===== src/rtl/xbus_abort_pkg.sv =====
package xbus_abort_pkg;
  localparam int unsigned ISR_ABORT_BIT = 7;
  localparam int unsigned ISR_SA_BIT    = 4;
  localparam int unsigned ISR_SD_BIT    = 5;
  localparam int unsigned SR_SA_BIT     = 14;

  typedef struct packed {
    logic fire;
    logic serr;
    logic sa_int;
    logic sd_int;
  } abort_ev_t;
endpackage


===== src/rtl/xbus_abort_qualify.sv =====
module xbus_abort_qualify
  import xbus_abort_pkg::*;
(
  input  logic      ab_vld,
  input  logic      ab_write,
  input  logic      en_cmd_serr,
  input  logic      en_inb_serr,
  input  logic      msk_serr_int,
  input  logic      en_serr_det_int,
  output abort_ev_t ev
);
  always_comb begin
    ev.fire   = ab_vld & ab_write;
    ev.serr   = ev.fire & en_cmd_serr & en_inb_serr;
    ev.sa_int = ev.serr & ~msk_serr_int;
    ev.sd_int = ev.serr & en_serr_det_int;
  end
endmodule


===== src/rtl/xbus_w1c_bank.sv =====
module xbus_w1c_bank #(
  parameter int unsigned W = 8
) (
  input  logic         clk,
  input  logic         rst,
  input  logic [W-1:0] set_i,
  input  logic         clr_we,
  input  logic [W-1:0] clr_i,
  output logic [W-1:0] q
);
  for (genvar b = 0; b < W; b++) begin : g_bit
    always_ff @(posedge clk) begin
      if (rst)                    q[b] <= 1'b0;
      else if (set_i[b])          q[b] <= 1'b1;
      else if (clr_we && clr_i[b]) q[b] <= 1'b0;
    end
  end
endmodule


===== src/rtl/xbus_irq_merge.sv =====
module xbus_irq_merge #(
  parameter int unsigned W         = 8,
  parameter int unsigned ABORT_BIT = 7
) (
  input  logic [W-1:0] status,
  input  logic [W-1:0] mask,
  output logic         irq
);
  logic [W-1:0] eff_mask;
  always_comb begin
    eff_mask            = mask;
    eff_mask[ABORT_BIT] = 1'b0;
    irq                 = |(status & ~eff_mask);
  end
endmodule


===== src/rtl/xbus_abort_reporter.sv =====
module xbus_abort_reporter
  import xbus_abort_pkg::*;
#(
  parameter int unsigned TAG_W = 4,
  parameter int unsigned ISR_W = 8,
  parameter int unsigned SR_W  = 16
) (
  input  logic             clk,
  input  logic             rst,
  input  logic             ab_vld,
  input  logic             ab_write,
  input  logic [TAG_W-1:0] ab_tag,
  input  logic             en_cmd_serr,
  input  logic             en_inb_serr,
  input  logic             msk_serr_int,
  input  logic             en_serr_det_int,
  input  logic             isr_clr_we,
  input  logic [ISR_W-1:0] isr_clr_data,
  input  logic             sr_clr_we,
  input  logic [SR_W-1:0]  sr_clr_data,
  output logic [ISR_W-1:0] isr_q,
  output logic [SR_W-1:0]  sr_q,
  output logic             serr_n,
  output logic             irq,
  output logic             flush_vld,
  output logic [TAG_W-1:0] flush_tag
);
  abort_ev_t        ev;
  logic [ISR_W-1:0] isr_set;
  logic [SR_W-1:0]  sr_set;
  logic [ISR_W-1:0] irq_mask;

  xbus_abort_qualify u_qual (
    .ab_vld          (ab_vld),
    .ab_write        (ab_write),
    .en_cmd_serr     (en_cmd_serr),
    .en_inb_serr     (en_inb_serr),
    .msk_serr_int    (msk_serr_int),
    .en_serr_det_int (en_serr_det_int),
    .ev              (ev)
  );

  always_comb begin
    isr_set                = '0;
    isr_set[ISR_ABORT_BIT] = ev.fire;
    isr_set[ISR_SA_BIT]    = ev.sa_int;
    isr_set[ISR_SD_BIT]    = ev.sd_int;
    sr_set                 = '0;
    sr_set[SR_SA_BIT]      = ev.serr;
    irq_mask               = '0;
    irq_mask[ISR_SA_BIT]   = msk_serr_int;
  end

  xbus_w1c_bank #(.W(ISR_W)) u_isr (
    .clk    (clk),
    .rst    (rst),
    .set_i  (isr_set),
    .clr_we (isr_clr_we),
    .clr_i  (isr_clr_data),
    .q      (isr_q)
  );

  xbus_w1c_bank #(.W(SR_W)) u_sr (
    .clk    (clk),
    .rst    (rst),
    .set_i  (sr_set),
    .clr_we (sr_clr_we),
    .clr_i  (sr_clr_data),
    .q      (sr_q)
  );

  xbus_irq_merge #(.W(ISR_W), .ABORT_BIT(ISR_ABORT_BIT)) u_irq (
    .status (isr_q),
    .mask   (irq_mask),
    .irq    (irq)
  );

  always_ff @(posedge clk) begin
    if (rst) begin
      serr_n    <= 1'b1;
      flush_vld <= 1'b0;
      flush_tag <= '0;
    end else begin
      serr_n    <= ~ev.serr;
      flush_vld <= ev.fire;
      if (ev.fire) flush_tag <= ab_tag;
    end
  end
endmodule


===== config.mk =====
export PLATFORM = sky130hd
export DESIGN_NAME = xbus_abort_reporter
export DESIGN_NICKNAME = d
export VERILOG_FILES = /design/src/rtl/xbus_abort_pkg.sv /design/src/rtl/xbus_abort_qualify.sv /design/src/rtl/xbus_w1c_bank.sv /design/src/rtl/xbus_irq_merge.sv /design/src/rtl/xbus_abort_reporter.sv
export SDC_FILE = /design/constraint.sdc
export NUM_CORES = 1
export LEC_CHECK = 0
export ABC_AREA = 1
export BUFFER_PORTS_ARGS = -buffer_cell sky130_fd_sc_hd__buf_2
export CAP_MARGIN = 10
export CORE_ASPECT_RATIO = 1.4
export CORE_UTILIZATION = 28
export CTS_BUF_LIST = sky130_fd_sc_hd__clkbuf_8
export CTS_CLUSTER_SIZE = 20
export DETAILED_ROUTE_END_ITERATION = 7
export GPL_ROUTABILITY_DRIVEN = 0
export PLACE_DENSITY = 0.8
export SLEW_MARGIN = 20
export SYNTH_ARGS = -nofsm -noshare
export SYNTH_HDL_FRONTEND = slang
export SYNTH_SLANG_ARGS = --single-unit

===== constraint.sdc =====
create_clock -name clk -period 0.8 [get_ports clk]
set_input_delay 0.12 -clock clk [delete_from_list [all_inputs] [get_ports clk]]
set_output_delay 0.12 -clock clk [all_outputs]
set_load 0.02 [all_outputs]

==> results.toml <==
[outcome]
status = "finished, violations left"
violations = "negative setup slack"

[clock_tree]
cts_root_buf = "clkbuf_8"
cts_max_path_buffers = 2
clock-sinks = 10
cts_tree = "done"
cts_buffers = 3
clock_latency_ns = 0.23
cts_max_level = 1
clkSlewWorstSetupHoldPaths_ns = 0.05

[floorplan]
num_rows = 18
dieArea_sq_um = 2050
die_h_microns = 53.2
dieWidth_microns = 38.6
io_pins = 69
start_util = 0.298
coreArea_sq_um = 1760

[global_route]
grt_first_pass_wirelength_microns = 1390
grt_antenna_before_repair = 0
grt_max_degree = 9
grt_overflow = 0
grt_pass1_vias = 365
grt.total_usage = 0.102

[hold_path]
holdCritStartpoint = "rst"
hold_path_class = "input pin to register"
holdPathStages = 2
hold_path_end = "u_isr.q[5]"

[critical_path]
crit_chain = "nor2_2, nand2_1, buf_6"
rr_worst_depth = 3
critPathBufInv = 1
critPathRequiredTime_ns = 0.68
r2r_setup_slack_ns = 0.06
crit_family = "flip-flops"
start_kind = "register"
cp_max_fo = 2
cp.arrival_ns = 0.84
slowest_stage = "dfxtp_2"
worst_setup_path_end_kind = "output pin"
worst_r2r_startpoint = "u_isr.q[5]"
r2r-end = "u_isr.q[5]"
worst-setup-path-type = "register to output pin"
critPathMaxStageDelay_ns = 0.32

[yosys]
avgSynthCellArea_sq_um = 7.60
synth_area_sq_um = 524
synth_edf_count = 0
synth-seq-area-share = 0.382
synthTopCellsByCount = "20 x buf_4, 14 x nor2_1, 10 x dfxtp_1"
synth.top_cell.area_share = 0.382
synth.area.top_cells = "dfxtp_1 38%, buf_4 29%, nor2_1 10%"
yosysWarnings = 0
yosys.area.top_type = "dfxtp_1"
synth-main-ff-cell = "dfxtp_1"
ys_seq_elements = 10
yosys.cell_types.count = 13
synthArstFlopShare = 0
syn_inst = 69
synth_most_common_cell = "buf_4"

[cells_and_area]
area.growth.synth_to_final_pct = 45.1
insertedDiodeCount = 0
ff_latch_area_sq_um = 213
multi_input_area_sq_um = 240
utilization = 0.433
layout-drive-gt1-share = 0.485
layout.nets = 140
num-fill-cells = 191

[route]
route.detailed.wl_per_inst_microns = 8.57
firstDrtPassIters = 4
vias_per_cell = 3.82
num_vias = 462
drt_wl_total_microns = 1040
drtIter0Drc = 6
drcViolationCount = 0
ant_nets = 0

[sta]
fmax_ghz = 1.05
min_period_ns = 0.957
holdWs_ns = 0.0835
rsz0062_at_grt = "yes"
setup_slack_ns = -0.157
slew_viol_final = 0
timing.final.crit_share = 1.20
hold_viol = 0
finClkSkew_ns = 0
setup_violations = 5

[run]
drv_cap = 0

[pwr]
peakVddDrop_mv = 0.831
power_density_nw_per_um2 = 1910
power.total_mw = 1.46
leakagePower_nw = 0.404

[place]
portBuffers = 28
detailed_place_hpwl_microns = 781
## layout by cell type (no fill, tap or decap), types with 2 or more instances in the layout
cell type,count
nand3_1,4
buf_2,17
nor2_1,13
nand2_1,8
buf_6,11
o21ai_0,4
nand2_2,2
dfxtp_2,10
conb_1,20
inv_1,2
clkbuf_8,4
## metrics by stage
step                      cells  setup WS [ns]  cell area (sq um)  TNS [ns]
after floorplan              88         0.0112                597         0
after global placement      116         0.0631                612         0
after detailed placement    116         0.0524                612         0
after CTS                   121         -0.173                746    -0.371
after global routing        121         -0.189                761    -0.521
final                       121         -0.157                761    -0.315
## how the worst max path moves through the flow
stage	start	endpoint	slack [ns]	cells after the start
floorplan	u_isr.q[4]	irq	0.01	2
detailed placement	ab_vld	u_isr.q[7]	0.05	5
global placement	ab_vld	u_isr.q[7]	0.06	5
CTS	u_isr.q[7]	irq	-0.17	3
global route	u_isr.q[7]	irq	-0.19	3
finish	u_isr.q[7]	irq	-0.16	3
## report_power, final
part           internal, mW  switching, mW  leakage (nW)  total [mW]
Combinational         0.104          0.184         0.290       0.287
Sequential            0.527         0.0157        0.0851       0.543
Clock                 0.432          0.194        0.0288       0.626
Total                  1.06          0.393         0.404        1.46
## layout make-up
type                    instances  area share
clock buffers                   4      0.0724
repair buffers                 29       0.285
inverters                       3      0.0148
multi-input cells              55       0.316
well taps                      20      0.0329
flip-flops and latches         10       0.280
## registers in the layout (all words and copies together), names as in the netlist
signal and cells:
u_sr.q 1, flush_vld 1, serr_n 1, flush_tag 4
u_isr.q 3
## per-layer routing
layer	routed length (microns)	GRT usage
met5	0	0
met4	0	0.0862
met3	100	0.0378
met2	555	0.172
met1	381	0.0904
## kinds of logic after synthesis
family	synth area share
DFF	0.382
and+or+nand+nor	0.241
other	0.00715
AOI/OAI and AO/OA	0.0621
buffers and inverters	0.308
## repair_timing
| item | 4_1_cts | 5_1_grt |
|---|---|---|
| gates resized for setup | 28 | 5 |
| cloned | 0 | 0 |
| setup endpoints to repair | 11 | 12 |
| pin swaps | 1 | 1 |
| buffers inserted | 1 | 0 |
| hold buffers | 0 | 0 |
| hold endpoints to repair | 0 | 0 |
No activity file was read; power rests on OpenSTA's default activity.
